===== config.mk =====
export PLATFORM = sky130hd
export DESIGN_NAME = hs_pipe_stage
export DESIGN_NICKNAME = d
export VERILOG_FILES = /design/src/rtl/hs_pkg.sv /design/src/rtl/hs_dr_operator.sv /design/src/rtl/hs_completion.sv /design/src/rtl/hs_ctrl.sv /design/src/rtl/hs_pipe_stage.sv
export SDC_FILE = /design/constraint.sdc
export NUM_CORES = 1
export LEC_CHECK = 0
export BUFFER_PORTS_ARGS = -buffer_cell sky130_fd_sc_hd__buf_4
export CAP_MARGIN = 20
export CELL_PAD_IN_SITES_DETAIL_PLACEMENT = 1
export CELL_PAD_IN_SITES_GLOBAL_PLACEMENT = 1
export CORE_MARGIN = 5
export CORE_UTILIZATION = 47
export DETAILED_ROUTE_END_ITERATION = 8
export PLACE_DENSITY = 0.93
export RECOVER_POWER = 100
export SLEW_MARGIN = 20
export SYNTH_ARGS = -nofsm -noshare
export SYNTH_HDL_FRONTEND = slang
export SYNTH_SLANG_ARGS = --single-unit

===== constraint.sdc =====
create_clock -name clk -period 1.81 [get_ports clk]
set_input_delay 0.181 -clock clk [delete_from_list [all_inputs] [get_ports clk]]
set_output_delay 0.181 -clock clk [all_outputs]
set_load 0.05 [all_outputs]

===== src/rtl/hs_pkg.sv =====
package hs_pkg;

  // Dual-rail pair encoding {true, false}; precharge drives both rails high.
  typedef enum logic [1:0] {
    DR_NULL = 2'b11,
    DR_ONE  = 2'b10,
    DR_ZERO = 2'b01
  } dr_pair_e;

  function automatic dr_pair_e dr_encode(input logic v);
    return v ? DR_ONE : DR_ZERO;
  endfunction

endpackage


===== src/rtl/hs_dr_operator.sv =====
module hs_dr_operator
  import hs_pkg::*;
#(
  parameter int          W   = 8,
  parameter logic [W-1:0] KEY = '0
) (
  input  logic         clk,
  input  logic         rst_n,
  input  logic         eval,
  input  logic         slow,
  input  logic [W-1:0] operand,
  output logic [W-1:0] rail_p,
  output logic [W-1:0] rail_n
);

  localparam int IW = $clog2(W + 1);

  logic [IW-1:0] idx_q, idx_d;
  logic [W-1:0]  p_d, n_d;
  logic [W-1:0]  result;
  logic          upd_en;
  logic          all_done;

  assign result   = operand ^ KEY;
  assign all_done = (idx_q == IW'(W));
  assign upd_en   = !eval || (!slow && !all_done);

  always_comb begin
    p_d   = rail_p;
    n_d   = rail_n;
    idx_d = idx_q;
    if (!eval) begin
      p_d   = '1;
      n_d   = '1;
      idx_d = '0;
    end else if (!slow && !all_done) begin
      for (int i = 0; i < W; i++) begin
        if (idx_q == IW'(i)) begin
          {p_d[i], n_d[i]} = dr_encode(result[i]);
        end
      end
      idx_d = idx_q + 1'b1;
    end
  end

  always_ff @(posedge clk or negedge rst_n) begin
    if (!rst_n) begin
      rail_p <= '1;
      rail_n <= '1;
      idx_q  <= '0;
    end else if (upd_en) begin
      rail_p <= p_d;
      rail_n <= n_d;
      idx_q  <= idx_d;
    end
  end

endmodule


===== src/rtl/hs_completion.sv =====
module hs_completion #(
  parameter int W = 8
) (
  input  logic [W-1:0] rail_p,
  input  logic [W-1:0] rail_n,
  output logic         ready,
  output logic         precharged
);

  assign ready      = &(rail_p ^ rail_n);
  assign precharged = &(rail_p & rail_n);

endmodule


===== src/rtl/hs_ctrl.sv =====
module hs_ctrl (
  input  logic clk,
  input  logic rst_n,
  input  logic req_in,
  input  logic ack_in,
  input  logic ready,
  input  logic precharged,
  output logic ack_out,
  output logic req_out,
  output logic eval,
  output logic latch_en
);

  logic ack_d, req_d, eval_d;
  logic join_ok, req_set, req_clr, ack_clr, eval_clr;

  // Three-way join: upstream asks, own operator idle, downstream drained.
  assign join_ok  = req_in && !ack_out && !eval && precharged && !req_out && !ack_in;
  assign latch_en = join_ok;

  assign req_set  = eval && ready && !req_out && !ack_in;
  assign req_clr  = req_out && ack_in && !eval && precharged;
  assign ack_clr  = ack_out && !req_in;
  assign eval_clr = eval && req_out && ack_in;

  always_comb begin
    ack_d  = ack_out;
    req_d  = req_out;
    eval_d = eval;
    if (join_ok)       ack_d  = 1'b1;
    else if (ack_clr)  ack_d  = 1'b0;
    if (join_ok)       eval_d = 1'b1;
    else if (eval_clr) eval_d = 1'b0;
    if (req_set)       req_d  = 1'b1;
    else if (req_clr)  req_d  = 1'b0;
  end

  always_ff @(posedge clk or negedge rst_n) begin
    if (!rst_n) begin
      ack_out <= 1'b0;
      req_out <= 1'b0;
      eval    <= 1'b0;
    end else begin
      ack_out <= ack_d;
      req_out <= req_d;
      eval    <= eval_d;
    end
  end

endmodule


===== src/rtl/hs_pipe_stage.sv =====
module hs_pipe_stage #(
  parameter int           W   = 8,
  parameter logic [W-1:0] KEY = 8'h5A
) (
  input  logic         clk,
  input  logic         rst_n,
  input  logic         req_in,
  output logic         ack_out,
  input  logic [W-1:0] data_in,
  output logic         req_out,
  input  logic         ack_in,
  output logic [W-1:0] data_out,
  input  logic         op_slow,
  output logic         latch_en,
  output logic         op_eval,
  output logic         op_ready
);

  logic [1:0]   rst_sync_q;
  logic         core_rst_n;
  logic [W-1:0] operand_q;
  logic [W-1:0] rail_p, rail_n;
  logic         precharged;

  always_ff @(posedge clk or negedge rst_n) begin
    if (!rst_n) rst_sync_q <= 2'b00;
    else        rst_sync_q <= {rst_sync_q[0], 1'b1};
  end
  assign core_rst_n = rst_sync_q[1];

  always_ff @(posedge clk or negedge core_rst_n) begin
    if (!core_rst_n)   operand_q <= '0;
    else if (latch_en) operand_q <= data_in;
  end

  hs_ctrl u_ctrl (
    .clk        (clk),
    .rst_n      (core_rst_n),
    .req_in     (req_in),
    .ack_in     (ack_in),
    .ready      (op_ready),
    .precharged (precharged),
    .ack_out    (ack_out),
    .req_out    (req_out),
    .eval       (op_eval),
    .latch_en   (latch_en)
  );

  hs_dr_operator #(.W(W), .KEY(KEY)) u_op (
    .clk     (clk),
    .rst_n   (core_rst_n),
    .eval    (op_eval),
    .slow    (op_slow),
    .operand (operand_q),
    .rail_p  (rail_p),
    .rail_n  (rail_n)
  );

  hs_completion #(.W(W)) u_done (
    .rail_p     (rail_p),
    .rail_n     (rail_n),
    .ready      (op_ready),
    .precharged (precharged)
  );

  assign data_out = rail_p;

endmodule


# Word-level counts from Yosys, hierarchy flattened
# Cells that the tools add are included.
dict set report word_totals {
  out_inout_bits 13
  input_bits 13
  regBits 33
}
dict set report classes {
  mux 36
  add_sub_neg 1
  bitwise_logic 3
  n_eq_ne 17
  n_reduce_logical 38
}
# op count
set ops {}
lappend ops {{$mux W8} 4}
lappend ops {{$reduce_and A3 Y1} 8}
lappend ops {{$mux W1} 22}
lappend ops {{$ne A2 B1 Y1 const B} 9}
lappend ops {{$eq A4 B3 Y1 const B} 4}
lappend ops {{$mux W2} 8}
lappend ops {{$reduce_and A8 Y1} 2}
lappend ops {{$logic_and A1 B1 Y1} 15}
lappend ops {{$and A8 B8 Y8} 1}
lappend ops {{$eq A4 B2 Y1 const B} 2}
lappend ops {{$mux W4} 2}
lappend ops {{$xor A8 B8 Y8} 1}
lappend ops {{$logic_not A1 Y1} 7}
lappend ops {{$reduce_bool A2 Y1} 3}
lappend ops {{$add A4 B1 Y4 const B} 1}
lappend ops {{$eq A4 B1 Y1 const B} 1}
lappend ops {{$eq A4 B4 Y1 const B} 1}
lappend ops {{$logic_not A4 Y1} 1}
lappend ops {{$not A4 Y4} 1}
lappend ops {{$reduce_and A2 Y1} 1}
lappend ops {{$logic_or A1 B1 Y1} 1}

# Depth between registers and ports, before layout
# Gate-level depths: netlist of the first run.
dict set report depth {
  ltp_word 7
  mapped_depth 5
  ltp_nobuf 5
}

# Hierarchy
# From an unflattened synthesis of the first run, not the netlist that was laid out.
dict set report unflattened {
  hier_cells 141
  hier_area_um2 1727.9
}
# mod seq_area_each_um2 cells_each area_each_um2 n_inst
set modules_own_cells {}
lappend modules_own_cells {hs_dr_operator 520.5 94 1051.0 1}
lappend modules_own_cells {hs_pipe_stage 250.2 20 385.4 1}
lappend modules_own_cells {hs_ctrl 75.1 13 158.9 1}
lappend modules_own_cells {hs_completion 0.0 14 132.6 1}

# Worst setup path after synthesis of the first run
# No wires, ideal clock.
dict set report synth_timing {
  kind {register to output}
  startpoint {reg u_ctrl.req_out}
  endpoint {out latch_en}
  setup_slack_ns -1.015
  t_arrival_ns 2.644
  path_stages_with_launch 3
  required_time_ns 1.629
  n_path_buf 0
  path_cell_list {dfrtp_1 -> or4b_4 -> nor4_1}
}
dict set report synth_between {
  elab_chain_cells 3
}
# element line_no
set synth_lines {}
lappend synth_lines {{from (decl)} hs_ctrl.sv:9} ;# output logic req_out,
lappend synth_lines {{from (signal assigned)} hs_ctrl.sv:45} ;# req_out <= req_d;
lappend synth_lines {{$logic_not A1 Y1} hs_ctrl.sv:18} ;# assign join_ok = req_in && !ack_out && !eval && precharged && !req_out && !ack_in;
lappend synth_lines {{$logic_and A1 B1 Y1 (2 in series)} hs_ctrl.sv:18}
lappend synth_lines {{to (decl)} hs_pipe_stage.sv:14} ;# output logic latch_en,
# Every way passes these cells.

# Final worst setup path of the first run
dict set report layout_timing {
  startpoint {reg u_op.rail_p[3]}
  endpoint {reg operand_q[5]}
}
dict set report layout_between {
  elab_chain_cells 5
}
# element line_no
set layout_lines {}
lappend layout_lines {{from (decl)} hs_dr_operator.sv:12} ;# output logic [W-1:0] rail_p,
lappend layout_lines {{from (signal assigned)} hs_dr_operator.sv:52} ;# rail_p <= p_d;
lappend layout_lines {{$and A8 B8 Y8} hs_completion.sv:11} ;# assign precharged = &(rail_p & rail_n);
lappend layout_lines {{$reduce_and A8 Y1} hs_completion.sv:11}
lappend layout_lines {{$logic_and A1 B1 Y1 (3 in series)} hs_ctrl.sv:18}
lappend layout_lines {{to (signal assigned)} hs_pipe_stage.sv:33} ;# else if (latch_en) operand_q <= data_in;
lappend layout_lines {{to (decl)} hs_pipe_stage.sv:21} ;# logic [W-1:0] operand_q;
# Every way passes these cells.
# A chain may end at the register's enable or synchronous reset.

==> summary.md, run 1 <==
| Metric | Value |
|---|---|
| Worst slew pin tran | 0.786 ns |
| CTS max path bufs | 2 |
| Power Dens Cells | 1730 nW/µm² |
| Port Buffers | 25 |
| Critical-path cell list | ha_1, nand4_1, buf_4, nor4_4, clkbuf_4, clkbuf_16, mux2_4 |
| DR WL/cell | 26.5 µm |
| Die Span X | 68.8 µm |
| WHS | 0.0225 ns |
| Sequential area share after synthesis | 0.520 |
| Setup tns final | -2.92 ns |
| Total wire length | 6540 µm |
| Multiplexer share of the synthesized area | 0.0800 |
| Startpoint types | flop |
| Largest net degree at the start of global routing | 32 |
| Crit end category | flop |
| Via/cell ratio | 6.00 |
| Initial DRC count | 67 |
| Worst setup margin | -0.286 ns |
| Peak Freq | 477 MHz |
| Top post-synthesis cells by area | dfrtp_1, dfstp_2, ha_1 |
| Routed via count | around 1500 |
| Fin cells | 247 |
| Min cycle time layout | 2.10 ns |
| Max-cap violations | 0 |
| Number of remaining DRC errors | 0 |
| Failing checks | setup timing |
| Pre-antenna DRT Iters | 4 |
| FFs w/ async S/R, synth | 1.00 |
| Post-synth top area share | 0.262 |
| Syn_nets | ~170 |
| Rows | 21 |
| Syn Inst Count | 140 |
| Final Setup Violations | 17 |
| Die area | 4740 µm² |
| CTS Root Cell | clkbuf_4 |
| Initial core utilization | 0.487 |
| Synth Flop Type | dfrtp_1 |
| Reg clk slew, reported paths | 0.12 ns |
| Total GRT Usage | 0.278 |
| Initial antenna violation count | 0 |
| Vias in the first global route | approximately 1600 |
| CP Class | reg -> reg |
| Power, Total | 0.00391 W |
| Clock sinks | 33 |
| Yosys cell types | 32 |
| Cts bufs inserted | 5 |
| Die H | between 60 and 70 µm |
| Worst hold path class | in -> reg |
| Total gr overflow | 0 |
| Post-synthesis compound-gate area fraction | 0.0638 |
| Relative slew slack | 0.469 |
| Placed cells | 223 |
| RSZ-0062 raised after global routing | yes |
| Layout cell share with drive strength beyond 1 | 0.458 |
| Max H-tree Level | 2 |
| Synth warn | 0 |
| Max IR drop VDD | 1.13 mV |
| Core footprint | 3340 µm² |
| ANT cells | 0 |
| Crit path arrival time | 2.36 ns |
| IO Pins | 26 |
| Post-Syn Area | roughly 1600 µm² |
| Synth Area in XOR/XNOR | 0.00538 |
| Max Slew Vio Count | 0 |
| Reg2Reg Depth | 7 |
| Number of synthesized flops with an enable pin | 0 |
| Routed Antenna Nets | 0 |
| First-pass GRT wire length | 8860 µm |
| Status | finished with violations |
| HPWL Detailed | between 3000 and 4000 µm |
| Crit path largest cell delay | 0.57 ns |
| Gpl congestion | 0.744 |
| Final setup skew | roughly 0.018 ns |
| #FFs+latches synth | 33 |
| Final #Nets | 225 |
| CTS tree | built |
| P_leak | around 0.99 nW |
| Post-synth top area cell | dfrtp_1 |
| Final period util | 1.16 |
| Skew-Pair Late Insertion Delay | 0.36 ns |
| Crit-path max FO | 5 |
| Required @ worst endpoint | between 2 and 2.5 ns |
| Slowest cell on the critical path | dfstp_2 |
| Hold Path Stages | 2 |
| Adder-Cell Fraction of Synth Area | 0.0923 |
| P&R area growth vs syn | 39.0% |
| Hold Vio Cnt, Final | 0 |
| Simple-Gate Fraction of Synth Area | 0.215 |
| Syn_area_per_cell | 11.6 µm² |
| Largest family of logic cells by synthesized area | simple AND/OR/NAND/NOR gates |
-- registers in the layout (all words and copies together), names as in the netlist --
name,flops
u_op.rail_n,8
u_ctrl.eval,1
operand_q,8
u_op.idx_q,4
u_op.rail_p,8
u_ctrl.req_out,1
rst_sync_q,2
u_ctrl.ack_out,1
-- layout make-up --
| cell class | instances | area [µm²] |
|---|---|---|
| inverter | 5 | 18.8 |
| clock inverter | 1 | 30.0 |
| sequential | 33 | 848 |
| clock buffer | 7 | 55.1 |
| fill | 362 | 1080 |
| timing repair buffer | 57 | 423 |
| tap | 46 | 57.6 |
| multi-input combinational | 98 | 828 |
-- worst max-delay path, delay by kind of cell, from the launching register on --
family	cells	cell delay, ns
adders and majority gates	1	0.20
buffers and inverters	3	0.52
DFF	1	0.57
muxes	1	0.31
and+or+nand+nor	2	0.40
-- final timing paths --
kind | startpoint | slack, ns | to
max | u_op.rail_p[3]$_DFFE_PN1P_ | -0.29 | operand_q[5]$_DFFE_PN0P_
min | ack_in | 0.02 | u_ctrl.req_out$_DFFE_PN0P_
max reg2reg | u_op.rail_p[3]$_DFFE_PN1P_ | -0.29 | operand_q[5]$_DFFE_PN0P_
min in group asynchronous | rst_n | 0.14 | rst_sync_q[0]$_DFF_PN0_
max in group asynchronous | rst_sync_q[1]$_DFF_PN0_ | 0.84 | u_ctrl.ack_out$_DFFE_PN0P_
min reg2reg | rst_sync_q[0]$_DFF_PN0_ | 0.38 | rst_sync_q[1]$_DFF_PN0_
-- cell usage after synthesis (2+ instances only) --
cell      number
nor2_1        10
ha_1          12
mux2_2         8
and2_1         8
nand4_1        3
dfrtp_1       17
mux2i_1        4
clkbuf_1       3
nand2_1        6
inv_1          5
nor2b_1        4
dfstp_2       16
nor4bb_1       4
a21o_2         2
nand3_1        2
nand3b_1       2
a21oi_1        3
or3_1          4
o21ai_0       11
nor4b_1        4
-- logic make-up after synthesis --
kind of cell,after synthesis
AOI/OAI and AO/OA,18
xor gates and xnor gates,1
adders and majority gates,12
buffers and inverters,9
DFF,33
muxes,12
other,1
and+or+nand+nor,54
-- per-layer routing --
metal | wire [µm] | track usage | part of all wire
met2 | 3260 | 0.471 | 0.50
met4 | 511 | 0.202 | 0.078
met3 | 394 | 0.0891 | 0.060
met1 | 2380 | 0.285 | 0.36
met5 | 0 | 0 | 0
-- power by group --
part | leakage, nW | internal [W] | switching, W
logic | 0.564 | 0.000813 | 0.00113
clock network | 0.0455 | 0.000330 | 0.000284
registers | 0.378 | 0.00108 | 0.000270
total | 0.987 | 0.00222 | 0.00169
-- through the flow --
stage / instance area, µm² / worst slack, ns / util
final: 2260 / -0.286 / 0.678
after global routing: 2260 / -0.343 / 0.678
after CTS: 2250 / -0.170 / 0.674
after detailed placement: 2010 / -0.0986 / 0.602
after global placement: 2010 / -0.0372 / 0.602
after floorplan: 1650 / -0.304 / -
-- cell usage in the layout, fill, tap and decap left out, types with 3 or more instances in the layout --
cell | synthesis | routed
nor4bb_1 | 4 | 3
and2_1 | 8 | 5
buf_6 | 0 | 4
and2_0 | 0 | 3
clkbuf_1 | 3 | 9
dfrtp_1 | 17 | 15
nor2b_1 | 4 | 4
nand4_1 | 3 | 3
mux2_4 | 0 | 8
o21ai_0 | 11 | 11
dfstp_2 | 16 | 16
or3_1 | 4 | 4
clkbuf_2 | 0 | 9
inv_1 | 5 | 5
buf_4 | 0 | 32
nor2_1 | 10 | 9
mux2i_1 | 4 | 4
nand2_1 | 6 | 5
ha_1 | 12 | 11
a21oi_1 | 3 | 3
clkbuf_4 | 0 | 6
-- what timing repair did --
item                                    in CTS  in global routing
hold buffers                                 1                  0
hold endpoints to repair                     2                  0
cloned                                       1                  0
pin swaps                                    3                  2
endpoints found under the setup margin       9                 17
gates resized for setup                     13                  7
setup buffers                                8                  6
Note: power is estimated with default switching activity, not from simulation.
==> run 2: changes to the inputs <==
--- a/config.mk
+++ b/config.mk
@@ -12,7 +12,7 @@
 export CORE_MARGIN = 5
 export CORE_UTILIZATION = 47
 export DETAILED_ROUTE_END_ITERATION = 8
-export PLACE_DENSITY = 0.93
+export PLACE_DENSITY_LB_ADDON = 0.1
 export RECOVER_POWER = 100
 export SLEW_MARGIN = 20
 export SYNTH_ARGS = -nofsm -noshare
==> summary.md, run 2 (synthesis results as in run 1) <==
| Metric | Value |
|---|---|
| Status | finished with violations |
| Critical-path cell list | ha_4, nand4_1, buf_6, nor4_4, buf_6 |
| Vias in the first global route | 1446 |
| First-pass GRT wire length | about 7800 µm |
| Fillers | ~350 |
| Top Layer Used | met4 |
| P&R area growth vs syn | 40.2% |
| Final period util | 1.10 |
| Worst setup margin | -0.180 ns |
| CTS max path bufs | 2 |
| Most frequent cells in the layout | buf_4, dfstp_2, dfrtp_1 |
| Final setup skew | 0.0112 ns |
| Most common cell after layout, fill and taps aside | buf_4 |
| Initial core utilization | 0.487 |
| Core footprint | 3340 µm² |
| P_leak | 0.970 nW |
| Crit path largest cell delay | 0.60 ns |
| Max-cap violations | 0 |
| Rows | 21 |
| Slowest cell on the critical path | dfstp_2 |
| Die Span X | 68.8 µm |
| Place WS | -0.124 ns |
| Largest regs | operand_q: 8 flops, u_op.rail_n: 8 flops, u_op.rail_p: 8 flops |
| Failing checks | setup timing |
| Max Slew Vio Count | 0 |
| Clock sinks | 33 |
| Cts bufs inserted | 5 |
| Skew-Pair Late Insertion Delay | 0.34 ns |
| DR WL/cell | 25.3 µm |
| Reg clk slew, reported paths | roughly 0.12 ns |
| Die H | 68.8 µm |
| Number of remaining DRC errors | 0 |
| Power, Total | 0.00390 W |
| CP Class | reg -> out |
| Required @ worst endpoint | between 1.5 and 2 ns |
| RSZ-0062 raised after global routing | yes |
| Pre-antenna DRT Iters | 4 |
| CTS Root Cell | clkbuf_4 |
| Total wire length | 6060 µm |
| Layout Utilization | 0.683 |
| CTS tree | built |
| Via/cell ratio | between 5 and 6 |
| Worst slew pin tran | 0.789 ns |
| Largest net degree at the start of global routing | 32 |
| Initial antenna violation count | 0 |
| Routed Antenna Nets | 0 |
| Detail Route met3 WL | 197 µm |
| Die area | 4740 µm² |
| Worst hold path class | in -> reg |
| Startpoint types | flop |
| Initial DRC count | 59 |
| Crit-path max FO | 3 |
| Final Setup Violations | 12 |
| HPWL Detailed | 3070 µm |
| Layout cell share with drive strength beyond 1 | 0.495 |
| Port Buffers | 25 |
| Crit end category | primary output |
| ANT cells | 0 |
| Min cycle time layout | 1.99 ns |
| Routed via count | ~1400 |
| Hold Vio Cnt, Final | 0 |
| Power Dens Cells | approximately 1700 nW/µm² |
| Max IR drop VDD | 1.01 mV |
| Crit path arrival time | 1.81 ns |
| Gpl congestion | 0.807 |
| Total gr overflow | 0 |
| Metal2 WL | 3380 µm |
| Total GRT Usage | 0.237 |
| Max H-tree Level | 2 |
| Post-Route M1 WL | about 2300 µm |
| Relative slew slack | 0.474 |
| Most frequent CP cell | buf_6 |
| Peak Freq | 503 MHz |
| IO Pins | 26 |
| Final #Nets | between 200 and 250 |
==> run 2: cell types whose count changed in the layout (fill, tap and decap cells not counted), moves of 2 or more <==
cell,change
clkbuf_1,-5
clkinv_2,+2
clkbuf_2,-8
and2_1,+3
ha_1,-6
buf_4,+4
buf_6,+4
and2_0,-3
ha_4,+6
==> run 2: final cells by class <==
class                      instances  area, µm²  area share
clock buffer                       5       37.5      0.0165
sequential                        33        848       0.372
timing repair buffer              50        390       0.171
inverter                           5       18.8     0.00823
multi-input combinational         98        910       0.399
tap                               46       57.6      0.0252
clock inverter                     3       17.5     0.00768
==> run 2: worst max-delay path, delay by kind of cell (launching register included) <==
kind,cells,cell delay (ns)
adder cells (fa/ha/maj),1,0.15
buffers and inverters,2,0.35
flip-flops,1,0.60
AND/OR/NAND/NOR,2,0.37
==> run 2: repair_timing <==
| item | 4_1_cts | 5_1_grt |
|---|---|---|
| endpoints found under the setup margin | 9 | 17 |
| gates resized for setup | 16 | 17 |
| hold endpoints to repair | 2 | 0 |
| buffers inserted | 4 | 3 |
| hold buffers | 1 | 0 |
| pin swaps | 3 | 3 |
==> run 2: metrics by stage <==
step | setup TNS, ns | cells | hold slack (ns) | area [µm²]
6_report | -1.45 | 240 | 0.0268 | 2280
5_1_grt | -2.37 | 240 | 0.00996 | 2280
4_1_cts | -0.683 | 237 | 0.0198 | 2160
3_5_place_dp | -0.797 | 224 | -0.0355 | 2000
3_3_place_gp | -0.148 | 224 | -0.0374 | 2000
2_1_floorplan | -2.62 | 140 | -0.115 | 1650
==> run 2: path summary, 6_finish.rpt <==
check	startpoint	to	slack (ns)	cells after the start
min in group asynchronous	rst_n	rst_sync_q[0]$_DFF_PN0_	0.19	2
min reg2reg	rst_sync_q[0]$_DFF_PN0_	rst_sync_q[1]$_DFF_PN0_	0.38	0
max	u_op.rail_p[5]$_DFFE_PN1P_	latch_en	-0.18	5
max reg2reg	u_op.rail_p[5]$_DFFE_PN1P_	operand_q[6]$_DFFE_PN0P_	-0.15	7
min	ack_in	u_ctrl.req_out$_DFFE_PN0P_	0.03	2
max in group asynchronous	rst_sync_q[1]$_DFF_PN0_	u_ctrl.ack_out$_DFFE_PN0P_	0.86	1
==> run 2: routing by layer <==
layer | GRT usage | vias up
met5 | 0 | -
met1 | 0.268 | 699
li1 | - | 602
met2 | 0.416 | 42
met4 | 0.112 | 0
met3 | 0.0600 | 21
==> run 2: where the power goes <==
group | switching, W | internal [W]
clock | 0.000285 | 0.000147
combinational | 0.00108 | 0.000986
sequential | 0.000322 | 0.00108
==> run 3: changes to the inputs <==
--- a/config.mk
+++ b/config.mk
@@ -10,11 +10,12 @@
 export CELL_PAD_IN_SITES_DETAIL_PLACEMENT = 1
 export CELL_PAD_IN_SITES_GLOBAL_PLACEMENT = 1
 export CORE_MARGIN = 5
-export CORE_UTILIZATION = 47
+export CORE_UTILIZATION = 48
 export DETAILED_ROUTE_END_ITERATION = 8
 export PLACE_DENSITY_LB_ADDON = 0.1
 export RECOVER_POWER = 100
 export SLEW_MARGIN = 20
 export SYNTH_ARGS = -nofsm -noshare
 export SYNTH_HDL_FRONTEND = slang
+export SYNTH_HIERARCHICAL = 1
 export SYNTH_SLANG_ARGS = --single-unit
==> summary.md, run 3 <==
| Metric | Value |
|---|---|
| Syn_nets | between 150 and 200 |
| Initial DRC count | 72 |
| Post-route cell area | 2250 µm² |
| Reg clk slew, reported paths | 0.11 ns |
| Top post-synthesis cells by area | dfrtp_1, dfstp_2, ha_1 |
| Critical-path cell list | ha_4, nand4_1, nor2_2, or4b_4, nor3b_4, buf_4, buf_8 |
| Required @ worst endpoint | 1.63 ns |
| Reg2Reg Depth | 8 |
| DR WL/cell | ~22 µm |
| P&R area growth vs syn | 30.1% |
| Core footprint | 3420 µm² |
| Startpoint types | flop |
| Routed Antenna Nets | 0 |
| Initial antenna violation count | 0 |
| Post-Syn Area | 1730 µm² |
| Final #Nets | 211 |
| Routed via count | 1303 |
| Commonest cells in the netlist | dfrtp_1, dfstp_2, ha_1, nor2_1, nand2_1 |
| Rows | 21 |
| Sequential area share after synthesis | 0.490 |
| Max H-tree Level | 2 |
| First-pass GRT wire length | around 8400 µm |
| Hold Path Stages | 2 |
| Crit-path max FO | 2 |
| Final period util | 1.41 |
| Layout cell share with drive strength beyond 1 | 0.481 |
| Fillers | 365 |
| CTS max path bufs | 2 |
| Slowest cell on the critical path | dfstp_4 |
| HPWL Detailed | 3300 µm |
| Largest net degree at the start of global routing | 32 |
| Syn Inst Count | 141 |
| Cell family with the largest share of critical-path delay | simple AND/OR/NAND/NOR gates |
| Place WS | -0.548 ns |
| CP Buf/Inv Count | 2 |
| Port Buffers | 25 |
| Die area | about 4900 µm² |
| Gpl congestion | 0.811 |
| Pre-antenna DRT Iters | 4 |
| ANT cells | 0 |
| Cts bufs inserted | 5 |
| Total GRT Usage | 0.224 |
| Number of remaining DRC errors | 0 |
| Final setup skew | between 0.007 and 0.008 ns |
| Skew-Pair Late Insertion Delay | 0.34 ns |
| Area post-placement | between 2000 and 2500 µm² |
| #FFs+latches synth | 33 |
| CTS Root Cell | clkbuf_4 |
| Most common cell after layout, fill and taps aside | buf_4 |
| Clock sinks | 33 |
| Crit path arrival time | 2.37 ns |
| CP Class | reg -> out |
| Post-synth top area share | 0.246 |
| Min cycle time layout | 2.55 ns |
| P_leak | about 0.95 nW |
| Dominant cell by count in the synthesized netlist | dfrtp_1 |
| FFs w/ async S/R, synth | 1.00 |
| Die H | 70 µm |
| RSZ-0062 raised after global routing | yes |
| Setup tns final | -5.81 ns |
| Max Slew Vio Count | 0 |
| Layout Utilization | 0.658 |
| Via/cell ratio | between 5 and 6 |
| Failing checks | setup timing |
| Total gr overflow | 0 |
| Largest regs | operand_q: 8 flops, u_op/rail_n: 8 flops, u_op/rail_p: 8 flops |
| Power Dens Cells | roughly 1400 nW/µm² |
| CTS tree | built |
| Worst hold path class | in -> reg |
| Initial core utilization | 0.506 |
| Die Span X | 70 µm |
| Synth warn | 6 |
| Worst slew pin tran | 0.789 ns |
| Number of synthesized flops with an enable pin | 0 |
| Most frequent cells in the layout | buf_4, dfrtp_1, dfstp_2 |
| Fin cells | 233 |
| Status | finished with violations |
| Syn_area_per_cell | 12.3 µm² |
| Max-cap violations | 0 |
| Vias in the first global route | 1544 |
| Synth Flop Type | dfrtp_1 |
| Placed cells | 221 |
| Yosys cell types | 36 |
| Cell count along the critical path | 7 |
| IO Pins | 26 |
| Total wire length | roughly 5100 µm |
| Max IR drop VDD | between 0.8 and 0.9 mV |
| Peak Freq | 392 MHz |
| Worst setup margin | -0.741 ns |
| Relative slew slack | 0.474 |
| Final Setup Violations | 10 |
| Crit path largest cell delay | 0.65 ns |
| Post-synth top area cell | dfrtp_1 |
| Crit end category | primary output |
| Hold Vio Cnt, Final | 0 |
==> run 3: changes by cell type after synthesis, moves of 4 or more <==
| cell | change |
|---|---|
| nor4b_1 | -4 |
| o21ai_1 | +5 |
| mux2_4 | +8 |
| nor4bb_1 | -4 |
| buf_6 | +4 |
| mux2_2 | -8 |
| o21ai_0 | -7 |
==> run 3: cell families after synthesis <==
family / after synthesis / share of synthesized area
DFF: 33 / 0.489
AOI/OAI and AO/OA: 19 / 0.0666
and+or+nand+nor: 51 / 0.206
adders and majority gates: 12 / 0.0869
xor gates and xnor gates: 1 / 0.00507
muxes: 14 / 0.104
other: 1 / 0.00217
buffers and inverters: 10 / 0.0391
==> run 3: repair_timing <==
action | CTS | global route
gates resized for setup | 5 | 5
endpoints found under the hold margin | 2 | 0
endpoints found under the setup margin | 9 | 13
hold buffers | 1 | 0
pin swaps | 4 | 7
setup buffers | 11 | 3
==> run 3: metal layers <==
layer,global-route usage,routed length (µm),part of all wire
met3,0.0416,154,0.030
met2,0.393,2730,0.54
met5,0,0,0
met4,0.0830,123,0.024
met1,0.272,2090,0.41
==> run 3: layout make-up <==
type / count / area, µm² / share of cell area
multi-input combinational: 98 / 895 / 0.398
clock buffer: 5 / 37.5 / 0.0167
timing repair buffer: 43 / 317 / 0.141
sequential: 33 / 857 / 0.381
clock inverter: 3 / 65.1 / 0.0290
inverter: 5 / 18.8 / 0.00835
tap: 46 / 57.6 / 0.0256
==> run 3: path summary, 6_finish.rpt <==
check,start,to,slack [ns]
worst max register to register,u_op/rail_p[6]$_DFFE_PN1P_,operand_q[6]$_DFFE_PN0P_,-0.64
worst min-delay path,ack_in,u_ctrl/req_out$_DFFE_PN0P_,0.04
min in group asynchronous,rst_n,rst_sync_q[0]$_DFF_PN0_,0.14
max in group asynchronous,rst_sync_q[1]$_DFF_PN0_,operand_q[1]$_DFFE_PN0P_,0.84
worst min register to register,rst_sync_q[0]$_DFF_PN0_,rst_sync_q[1]$_DFF_PN0_,0.36
worst max-delay path,u_op/rail_p[6]$_DFFE_PN1P_,latch_en,-0.74
==> run 3: where the power goes <==
part           total, W  leakage, nW  internal, W  switching [W]
combinational   0.00132        0.518     0.000617       0.000705
clock          0.000696       0.0552     0.000428       0.000268
sequential      0.00110        0.380     0.000944       0.000155
==> run 3: per-stage QoR <==
stage	total power, W	hold WS [ns]
4_1_cts	0.00339	0.0328
5_1_grt	0.00331	0.0252
2_1_floorplan	0.00187	-0.115
6_report	0.00312	0.0420
3_5_place_dp	0.00232	-0.0352
3_3_place_gp	0.00225	-0.0367
==> run 3: worst register-to-register path: cells and delay by family, from the launching register on <==
family / cells / cell delay [ns]
mux: 1 / 0.31
buf+inv: 2 / 0.28
fa+ha+maj: 1 / 0.12
flops: 1 / 0.65
simple gates: 4 / 0.97
